File: config.mk
export PLATFORM = sky130hd
export DESIGN_NAME = txbist_seq
export DESIGN_NICKNAME = d
export VERILOG_FILES = /design/src/rtl/txbist_pkg.sv /design/src/rtl/txbist_sync.sv /design/src/rtl/txbist_lfsr.sv /design/src/rtl/txbist_ctrl.sv /design/src/rtl/txbist_seq.sv
export SDC_FILE = /design/constraint.sdc
export NUM_CORES = 1
export LEC_CHECK = 0
export ABC_CLOCK_PERIOD_IN_PS = 1350
export BUFFER_PORTS_ARGS = -buffer_cell sky130_fd_sc_hd__buf_2
export CAP_MARGIN = 20
export CORE_UTILIZATION = 49
export DETAILED_ROUTE_END_ITERATION = 8
export GPL_TIMING_DRIVEN = 0
export PLACE_DENSITY = 0.78
export SETUP_SLACK_MARGIN = 0.05
export SYNTH_ARGS = -nofsm -noshare
export SYNTH_HDL_FRONTEND = slang
export SYNTH_SLANG_ARGS = --single-unit
File: constraint.sdc
create_clock -name clk -period 1.35 [get_ports clk]
set_input_delay 0.135 -clock clk [delete_from_list [all_inputs] [get_ports clk]]
set_output_delay 0.135 -clock clk [all_outputs]
set_load 0.05 [all_outputs]
File: src/rtl/txbist_pkg.sv
`timescale 1ns/1ps
package txbist_pkg;
    typedef enum logic [1:0] {
        KIND_IDLE = 2'd0,
        KIND_DATA = 2'd1,
        KIND_SPEC = 2'd2,
        KIND_BIST = 2'd3
    } char_kind_e;
endpackage

File: src/rtl/txbist_sync.sv
`timescale 1ns/1ps
module txbist_sync #(
    parameter int STAGES    = 2,
    parameter bit RESET_VAL = 1'b1
) (
    input  logic clk,
    input  logic rst_n,
    input  logic async_i,
    output logic sync_o
);
    logic [STAGES-1:0] chain_d, chain_q;

    for (genvar g = 0; g < STAGES; g++) begin : g_stage
        if (g == 0) begin : g_first
            assign chain_d[g] = async_i;
        end else begin : g_next
            assign chain_d[g] = chain_q[g-1];
        end
    end

    always_ff @(posedge clk or negedge rst_n) begin
        if (!rst_n) chain_q <= {STAGES{RESET_VAL}};
        else        chain_q <= chain_d;
    end

    assign sync_o = chain_q[STAGES-1];

    // the output only takes a value the previous stage already held
    p_sync_edge_r2: assert property (@(posedge clk) disable iff (!rst_n)
        !$stable(sync_o) |-> (sync_o == $past(chain_q[STAGES-2])));
endmodule

File: src/rtl/txbist_lfsr.sv
`timescale 1ns/1ps
module txbist_lfsr #(
    parameter int                 LFSR_W   = 9,
    parameter int                 CHAR_W   = 8,
    parameter logic [LFSR_W-1:0]  TAP_MASK = 9'h110,
    parameter logic [LFSR_W-1:0]  SEED     = 9'h1FF
) (
    input  logic              clk,
    input  logic              rst_n,
    input  logic              run_i,
    output logic [CHAR_W-1:0] char_o,
    output logic              loop_o
);
    logic [LFSR_W-1:0] state_d, state_q;
    logic              fb;

    always_comb begin
        fb      = ^(state_q & TAP_MASK);
        state_d = SEED;
        if (run_i) state_d = {state_q[LFSR_W-2:0], fb};
    end

    always_ff @(posedge clk or negedge rst_n) begin
        if (!rst_n) state_q <= SEED;
        else        state_q <= state_d;
    end

    assign char_o = state_q[CHAR_W-1:0];
    assign loop_o = (state_q == SEED);

    p_lfsr_live_r3: assert property (@(posedge clk) disable iff (!rst_n)
        state_q != '0);
    p_lfsr_rewind_r3: assert property (@(posedge clk) disable iff (!rst_n)
        !run_i |=> loop_o);
endmodule

File: src/rtl/txbist_ctrl.sv
`timescale 1ns/1ps
module txbist_ctrl
    import txbist_pkg::*;
#(
    parameter int CHAR_W = 8
) (
    input  logic              clk,
    input  logic              rst_n,
    input  logic              bist_req_i,
    input  logic [CHAR_W:0]   fifo_word_i,
    input  logic              fifo_empty_i,
    input  logic [CHAR_W-1:0] lfsr_char_i,
    input  logic              lfsr_loop_i,
    output logic              lfsr_run_o,
    output logic              fifo_rd_o,
    output char_kind_e        kind_o,
    output logic [CHAR_W-1:0] data_o,
    output logic              loop_o
);
    typedef struct packed {
        logic              pair;
        char_kind_e        kind;
        logic [CHAR_W-1:0] data;
        logic              loop;
    } ctrl_st_t;

    ctrl_st_t st_d, st_q;

    always_comb begin
        st_d       = st_q;
        st_d.kind  = KIND_IDLE;
        st_d.data  = '0;
        st_d.loop  = 1'b0;
        fifo_rd_o  = 1'b0;
        lfsr_run_o = 1'b0;
        if (st_q.pair) begin
            if (!fifo_empty_i) begin
                fifo_rd_o = 1'b1;
                st_d.kind = KIND_DATA;
                st_d.data = fifo_word_i[CHAR_W-1:0];
                st_d.pair = 1'b0;
            end
        end else if (bist_req_i) begin
            lfsr_run_o = 1'b1;
            st_d.kind  = KIND_BIST;
            st_d.data  = lfsr_char_i;
            st_d.loop  = lfsr_loop_i;
        end else if (!fifo_empty_i) begin
            fifo_rd_o = 1'b1;
            st_d.kind = fifo_word_i[CHAR_W] ? KIND_SPEC : KIND_DATA;
            st_d.data = fifo_word_i[CHAR_W-1:0];
            st_d.pair = fifo_word_i[CHAR_W];
        end
    end

    always_ff @(posedge clk or negedge rst_n) begin
        if (!rst_n) st_q <= '{pair: 1'b0, kind: KIND_IDLE, data: '0, loop: 1'b0};
        else        st_q <= st_d;
    end

    assign kind_o = st_q.kind;
    assign data_o = st_q.data;
    assign loop_o = st_q.loop;

    p_pop_nonempty_r1: assert property (@(posedge clk) disable iff (!rst_n)
        fifo_rd_o |-> !fifo_empty_i);
    p_bist_out_r4: assert property (@(posedge clk) disable iff (!rst_n)
        (bist_req_i && !st_q.pair) |=> (st_q.kind == KIND_BIST));
    p_pair_done_r5: assert property (@(posedge clk) disable iff (!rst_n)
        (st_q.kind == KIND_SPEC) |=> (st_q.kind == KIND_DATA || st_q.kind == KIND_IDLE));
    p_loop_bist_r7: assert property (@(posedge clk) disable iff (!rst_n)
        st_q.loop |-> (st_q.kind == KIND_BIST));
endmodule

File: src/rtl/txbist_seq.sv
`timescale 1ns/1ps
module txbist_seq
    import txbist_pkg::*;
#(
    parameter int                CHAR_W      = 8,
    parameter int                LFSR_W      = 9,
    parameter int                SYNC_STAGES = 2,
    parameter logic [LFSR_W-1:0] TAP_MASK    = 9'h110,
    parameter logic [LFSR_W-1:0] SEED        = 9'h1FF
) (
    input  logic              clk,
    input  logic              rst_n,
    input  logic              bist_en_n,
    input  logic [CHAR_W:0]   fifo_word_i,
    input  logic              fifo_empty_i,
    input  logic              fifo_full_i,
    output logic              fifo_rd_o,
    input  logic              host_fifo_rst_i,
    output logic              fifo_rst_o,
    output logic              empty_flag_o,
    output logic              full_flag_o,
    output logic [1:0]        ch_kind_o,
    output logic [CHAR_W-1:0] ch_data_o
);
    logic              req_n_sync;
    logic              bist_req;
    logic              lfsr_run;
    logic [CHAR_W-1:0] lfsr_char;
    logic              lfsr_loop;
    logic              loop_mark;
    char_kind_e        kind;

    txbist_sync #(.STAGES(SYNC_STAGES), .RESET_VAL(1'b1)) u_sync (
        .clk(clk), .rst_n(rst_n), .async_i(bist_en_n), .sync_o(req_n_sync));

    assign bist_req = !req_n_sync;

    txbist_lfsr #(.LFSR_W(LFSR_W), .CHAR_W(CHAR_W), .TAP_MASK(TAP_MASK), .SEED(SEED)) u_lfsr (
        .clk(clk), .rst_n(rst_n), .run_i(lfsr_run), .char_o(lfsr_char), .loop_o(lfsr_loop));

    txbist_ctrl #(.CHAR_W(CHAR_W)) u_ctrl (
        .clk(clk), .rst_n(rst_n), .bist_req_i(bist_req),
        .fifo_word_i(fifo_word_i), .fifo_empty_i(fifo_empty_i),
        .lfsr_char_i(lfsr_char), .lfsr_loop_i(lfsr_loop), .lfsr_run_o(lfsr_run),
        .fifo_rd_o(fifo_rd_o), .kind_o(kind), .data_o(ch_data_o), .loop_o(loop_mark));

    assign ch_kind_o    = kind;
    assign empty_flag_o = bist_req ? loop_mark : fifo_empty_i;
    assign full_flag_o  = fifo_full_i;
    assign fifo_rst_o   = host_fifo_rst_i;
endmodule

==> results_dict.tcl, run 1 <==
set metrics [dict create \
    crit_path_end_kind "output pin" \
    p_int_mw 1.03 \
    setup_viol 8 \
    wl_per_cell_um 12.6 \
    grt_pass1_vias 626 \
    synth_top_family_by_area "simple AND/OR/NAND/NOR gates" \
    synth_area_leaders "dfrtp_1 30%, dfstp_2 29%, buf_4 9.1%" \
    crit_path_cell_trace "buf_6 > mux2_4 > buf_8" \
    grt_max_degree 24 \
    powerDensity_nw_per_um2 1120 \
    yosysSeqAreaShare_pct 59.5 \
    clock_latency_ns 0.30 \
    rsz0062_at_grt "true" \
    total_leakage_power_nw 0.642 \
    hp-class "input pin to flip-flop" \
    critPathMaxStageDelay_ns 0.56 \
    critPathLaunchType "flip-flop" \
    synth-simple-area-share_pct 16.7 \
    drt_first_pass_iters 4 \
    max-vdd-ir-drop_v 0.000756 \
    outcome "finished, violations left" \
    antenna_found_initial 0 \
    swShare_pct 30.4 \
    synth_ff_type "dfrtp_1" \
    netlist_area_sq_um 990 \
    maxCapViolations 0 \
    grt.overflow.total 0 \
    h-tree-depth 1 \
    yosys.area.top_type "dfrtp_1" \
    clk_path_buf_depth 2 \
    synthCells 77 \
    cpLargestDelayFamily "flip-flops" \
    drt-total-wl_mm 1.78 \
    synth_xor_area_share_pct 0.885 \
    yosysWarnings 0 \
    synth_mux_area_share_pct 9.10 \
    yosysTopAreaCellShare_pct 30.3 \
    placed_cell_area_sq_um 1160 \
    gp_congestion 0.754 \
    tightest_slew_ns 0.481 \
    slowest_stage "dfstp_2" \
    nets 132 \
    path_max_fanout 3 \
    dp_hpwl_mm 1.09 \
    relSlewSlack_pct 68.0 \
    die_h_um 46.9 \
    switching_power_mw 0.450 \
    cp.required_ns 1.22 \
    grt_first_pass_wirelength_mm 2.72 \
    drv_slew 0 \
    rrSetupSlack_ns -0.01 \
    synth_common_cells "12 x buf_4, 12 x dfrtp_1, 11 x dfstp_2" \
    crit_buf_inv 2 \
    power_frac_seq_pct 51.5 \
    holdPathStages 3 \
    drt-vias-per-instance 4.93 \
    r2r_cells 5 \
    register_area_sq_um 589 \
    critical_path_class "flip-flop to output pin" \
    io_buffers 26 \
    clkPwrFrac_pct 20.5 \
    synthAdderAreaFrac_pct 0 \
    final_layout_size_suffix_gt1_share_pct 65.5 \
    track_usage_pct 18.2 \
    routed-via-count 695 \
    ys_ff_latch 23 \
    antennaDiodeCount 0 \
    synth-compound-area-share_pct 2.78 \
    period_share_pct 116 \
    combPwrFrac_pct 28.0 \
    finClkSkew_ns 0.00145 \
    violations "negative setup slack" \
    hold_viol 0 \
    fmaxAchievable_mhz 639 \
    cts_tree "done" \
    drc_errors 0 \
    setup_ws_ns -0.216 \
    post-route-util_pct 73.6 \
    numCtsBuffers 3 \
    clock_sinks 23 \
    r2r-start "u_sync.chain_q[1]" \
    synth_cell_types 20 \
    fillers 133 \
    syn_area_per_cell_sq_um 12.9 \
    multi_input_area_sq_um 329 \
    syn_nets 92 \
    dr.first_iter.drc_count 11 \
    synthArstFlopShare_pct 100 \
    final_area_sq_um 1330 \
    die_w_um 46.9 \
    dieArea_sq_um 2200 \
    worstPathArrival_ns 1.43 \
    initial_core_util_pct 54.9 \
    clk_pin_slew_ns 0.11 \
    ios 29 \
    min_to "u_ctrl.data_o[0]" \
    num_rows 15 \
    core_sq_um 1800 \
    period_needed_ns 1.57 \
    worstHoldStart "fifo_word_i[0]" \
    area_delta_synth_final_pct 34.0 \
    worst_r2r_endpoint "u_ctrl.data_o[7]" \
    drtAntennaViolNets 0 \
    root_buffer "clkbuf_4" \
    synth_edf_count 0 \
]
[worst register-to-register path: stages, from the launching register on]
cell and delay, ns:
dfstp_2 0.56, buf_4 0.11, buf_6 0.10, nor2_4 0.04
buf_8 0.15, mux2_4 0.30
[stage by stage]
stage               setup TNS, ns  std cells  hold WS (ns)  setup WS [ns]  total power [mW]
global placement          -0.0738        128         0.119        -0.0738              1.12
CTS                        -0.397        139        0.0518         -0.228              1.48
detailed placement        -0.0727        128         0.127        -0.0727              1.13
floorplan                       0         77        -0.161          0.101              1.05
global route               -0.666        141        0.0545         -0.250              1.55
finish                     -0.398        141        0.0717         -0.216              1.48
[layer usage]
| layer | track usage (%) | part of all wire, % | wire, um | vias to the layer above |
|---|---|---|---|---|
| li1 | - | - | - | 327 |
| met2 | 29.2 | 49 | 878 | 27 |
| met1 | 24.0 | 44 | 789 | 337 |
| met3 | 2.31 | 4.2 | 74 | 4 |
| met5 | 0 | 0 | 0 | - |
| met4 | 10.3 | 1.9 | 34 | 0 |
[cell usage in the layout (no fill, tap or decap)]
master	Yosys	final
buf_2	3	26
buf_4	12	16
dfrtp_1	12	12
dfstp_2	11	11
nor2b_1	9	9
mux2_4	0	8
or3_1	8	8
buf_6	0	4
clkbuf_4	0	3
nand4_1	2	2
dlygate4sd3_1	0	2
buf_8	0	2
o22ai_1	1	1
nor2_4	1	1
xnor2_1	1	1
nand2_1	1	1
a22o_1	1	1
inv_1	1	1
or3b_4	1	1
o31ai_2	0	1
nor3_2	1	1
nor2_2	0	1
nand2b_1	1	1
a21oi_1	1	1
clkinv_2	0	1
[layout make-up]
| class | instances | area share [%] |
|---|---|---|
| flip-flops and latches | 23 | 44.4 |
| multi-input cells | 38 | 24.8 |
| repair buffers | 35 | 17.6 |
| plain buffers | 15 | 8.40 |
| well taps | 25 | 2.36 |
| clock buffers | 3 | 1.70 |
| clock inverters | 1 | 0.377 |
| inverters | 1 | 0.283 |
[worst max path at each step]
stage | end | cells after the start | startpoint
after global routing | empty_flag_o | 3 | u_sync.chain_q[1]
after detailed placement | empty_flag_o | 3 | u_sync.chain_q[1]
final | empty_flag_o | 3 | u_sync.chain_q[1]
after floorplan | empty_flag_o | 2 | u_sync.chain_q[1]
after global placement | empty_flag_o | 3 | u_sync.chain_q[1]
after CTS | empty_flag_o | 3 | u_sync.chain_q[1]
[kinds of logic after synthesis]
group	after synthesis
buf+inv	16
mux	8
compound gates	4
xor+xnor	1
simple gates	25
flops	23
[flip-flops by register name (all words and copies together) (netlist names)]
signal          count
u_ctrl.st_q         1
u_ctrl.kind_o       2
u_lfsr.state_q      9
u_ctrl.data_o       8
u_sync.chain_q      2
u_ctrl.loop_o       1
[power groups by stage]
stage	sequential (mW)	combinational [mW]	clock [mW]
after global routing	0.768	0.441	0.339
after global placement	0.773	0.350	0
after CTS	0.762	0.399	0.321
after floorplan	0.770	0.278	0
final	0.762	0.415	0.304
after detailed placement	0.775	0.355	0
[timing repair]
action,in CTS,in global routing
pin swaps,3,2
setup buffers,5,3
setup endpoints to repair,2,11
hold endpoints to repair,13,0
hold buffers,2,0
gates resized for setup,13,7
(Power assumes the default switching activity.)
==> run 2, diff against run 1 <==
--- a/config.mk
+++ b/config.mk
@@ -8,11 +8,12 @@
 export ABC_CLOCK_PERIOD_IN_PS = 1350
 export BUFFER_PORTS_ARGS = -buffer_cell sky130_fd_sc_hd__buf_2
 export CAP_MARGIN = 20
-export CORE_UTILIZATION = 49
+export CORE_UTILIZATION = 50
 export DETAILED_ROUTE_END_ITERATION = 8
-export GPL_TIMING_DRIVEN = 0
+export MAX_ROUTING_LAYER = met4
 export PLACE_DENSITY = 0.78
 export SETUP_SLACK_MARGIN = 0.05
 export SYNTH_ARGS = -nofsm -noshare
 export SYNTH_HDL_FRONTEND = slang
+export SYNTH_HIERARCHICAL = 1
 export SYNTH_SLANG_ARGS = --single-unit
==> run 2 against run 1 <==
The flow still finishes with violations (negative setup slack). Design area is 9.6% lower. Critical path type unchanged. Highest routed layer unchanged. Sequential cell count stayed put. Synthesized area is 12% higher. Critical path depth is 1 lower.
==> results_dict.tcl, run 2 <==
set metrics [dict create \
    syn_area_per_cell_sq_um 12.6 \
    grt_first_pass_wirelength_mm 2.79 \
    hold_viol 0 \
    routed.top_layer "met4" \
    holdPathStages 3 \
    yosysSeqAreaShare_pct 53.3 \
    yosys.area.top_type "dfrtp_1" \
    relSlewSlack_pct 67.8 \
    numCtsBuffers 3 \
    register_area_sq_um 589 \
    core_sq_um 2020 \
    tightest_slew_ns 0.483 \
    grt_max_degree 24 \
    wl_per_cell_um 13.4 \
    drv_slew 0 \
    root_buffer "clkbuf_4" \
    drt-total-wl_mm 1.69 \
    violations "negative setup slack" \
    clock_latency_ns 0.32 \
    synth_cell_types 22 \
    placed_cell_area_sq_um 1130 \
    r2r-start "u_sync/chain_q[1]" \
    initial_core_util_pct 54.6 \
    wl_met1_um 734 \
    synthArstFlopShare_pct 100 \
    r2r_cells 5 \
    synthCells 88 \
    worst_r2r_endpoint "u_ctrl/data_o[2]" \
    fillers 180 \
    clock_sinks 23 \
    final_area_sq_um 1200 \
    fmaxAchievable_mhz 671 \
    drtAntennaViolNets 0 \
    track_usage_pct 17.0 \
    outcome "finished, violations left" \
    area_delta_synth_final_pct 8.49 \
    largest_reg_flops 9 \
    critPathMaxStageDelay_ns 0.58 \
    path_max_fanout 2 \
    finalPower_mw 1.43 \
    yosysTopAreaCellShare_pct 27.2 \
    setup_viol 8 \
    die_w_um 49.0 \
    critical_path_class "flip-flop to output pin" \
    period_needed_ns 1.49 \
    maxCapViolations 0 \
    netlist_area_sq_um 1100 \
    setup_ws_ns -0.141 \
    cts_tree "done" \
    rsz0062_at_grt "true" \
    max-vdd-ir-drop_v 0.000680 \
    worstHoldStart "fifo_word_i[8]" \
    die_h_um 49.0 \
    synth_ff_type "dfrtp_1" \
    total_leakage_power_nw 0.578 \
    nets 115 \
    gp_congestion 0.758 \
    finClkSkew_ns 0.00601 \
    h-tree-depth 1 \
    io_buffers 24 \
    ios 29 \
    num_rows 16 \
    routed-via-count 584 \
    rrSetupSlack_ns -0.01 \
    period_share_pct 110 \
    dieArea_sq_um 2400 \
    syn_nets 103 \
    ys_ff_latch 23 \
    top_register "u_lfsr/state_q" \
    crit_path_cell_trace "mux2_4 > buf_6" \
    wl_met2_um 852 \
    yosysMostFrequentCell "buf_4" \
    drt-vias-per-instance 4.63 \
    layout_commonest_cell "buf_2" \
    clk_pin_slew_ns 0.13 \
    mostFrequentLayoutCells "22 x buf_2, 12 x dfrtp_1, 11 x dfstp_2, 9 x mux2_4, 9 x nand2b_1" \
    synth_edf_count 0 \
    crit_path_end_kind "output pin" \
    slowest_stage "dfstp_2" \
    cp.required_ns 1.22 \
    final_layout_size_suffix_gt1_share_pct 57.6 \
    min_to "u_ctrl/kind_o[0]" \
    drc_errors 0 \
    critPathLaunchType "flip-flop" \
    grt_pass1_vias 622 \
    dp_hpwl_mm 1.22 \
    clk_path_buf_depth 2 \
    powerDensity_nw_per_um2 1190 \
    dr.first_iter.drc_count 7 \
    grt.overflow.total 0 \
    hp-class "input pin to flip-flop" \
    antenna_found_initial 0 \
    antennaDiodeCount 0 \
    drt_first_pass_iters 3 \
    synth_common_cells "21 x buf_4, 12 x dfrtp_1, 11 x dfstp_2" \
    worstPathArrival_ns 1.36 \
    multi_input_area_sq_um 343 \
    met3WireLength_um 55 \
    synth_area_leaders "dfrtp_1 27%, dfstp_2 26%, buf_4 14%" \
    yosysWarnings 6 \
]
run 2: cell types whose count changed in the layout (fill, tap and decap cells not counted), sizes merged, moves of 3 or more:
cell	previous run	this run
or3	8	0
nor2b	9	6
buf	48	27
and2b	0	3
nand2b	1	10
run 2: worst max-delay path: cells and delay by family, from the launching register on:
kind                   cells  cell delay, ns
multiplexers               1            0.30
buffers and inverters      1            0.15
flip-flops                 1            0.58
run 2: cell families after synthesis:
| group | share of synthesized area, % |
|---|---|
| mux | 12.2 |
| compound gates | 1.58 |
| xor+xnor | 0.793 |
| buf+inv | 16.3 |
| flops | 53.3 |
| simple gates | 15.7 |
run 2: cell type report:
cell class / instances / area share, %
sequential: 23 / 49.2
multi-input combinational: 40 / 28.6
timing repair buffer: 29 / 16.0
tap: 27 / 2.82
clock buffer: 3 / 1.88
inverter: 3 / 1.15
clock inverter: 1 / 0.418
run 2: worst max-delay path by stage:
stage,startpoint,end,slack [ns]
after detailed placement,u_sync/chain_q[1],u_ctrl/data_o[0],0.05
after global placement,u_sync/chain_q[1],u_ctrl/data_o[4],0.09
after CTS,u_sync/chain_q[1],empty_flag_o,-0.14
after floorplan,u_sync/chain_q[1],fifo_rd_o,0.06
after global routing,u_sync/chain_q[1],empty_flag_o,-0.18
final,u_sync/chain_q[1],empty_flag_o,-0.14
run 2: report_power, final:
part           leakage, nW  total, mW  internal (mW)  switching (mW)
Clock               0.0177      0.319          0.111           0.208
Combinational        0.303      0.348          0.134           0.215
Sequential           0.257      0.763          0.743          0.0198
Total                0.578       1.43          0.988           0.443
run 2: what timing repair did:
item / 4_1_cts / 5_1_grt
resized for setup: 4 / 2
hold buffers: 2 / 0
setup endpoints to repair: 8 / 10
pin swaps: 0 / 1
setup buffers: 1 / 0
gates cloned: 0 / 0
hold endpoints to repair: 13 / 0
run 2: layer usage:
layer,up-vias,track usage (%)
met5,-,-
met4,0,10.3
met3,5,3.74
met2,15,27.3
met1,286,19.4
li1,278,-
run 2: metrics by stage:
step                TNS, ns  util [%]  std cells  hold WS, ns  setup WS [ns]
global route         -0.506      59.3        126       0.0981         -0.180
detailed placement        0      55.8        119        0.123         0.0509
CTS                  -0.615      59.1        126        0.105         -0.143
floorplan                 0         -         88       -0.161         0.0612
global placement          0      55.8        119        0.113         0.0892
finish               -0.256      59.3        126        0.114         -0.141
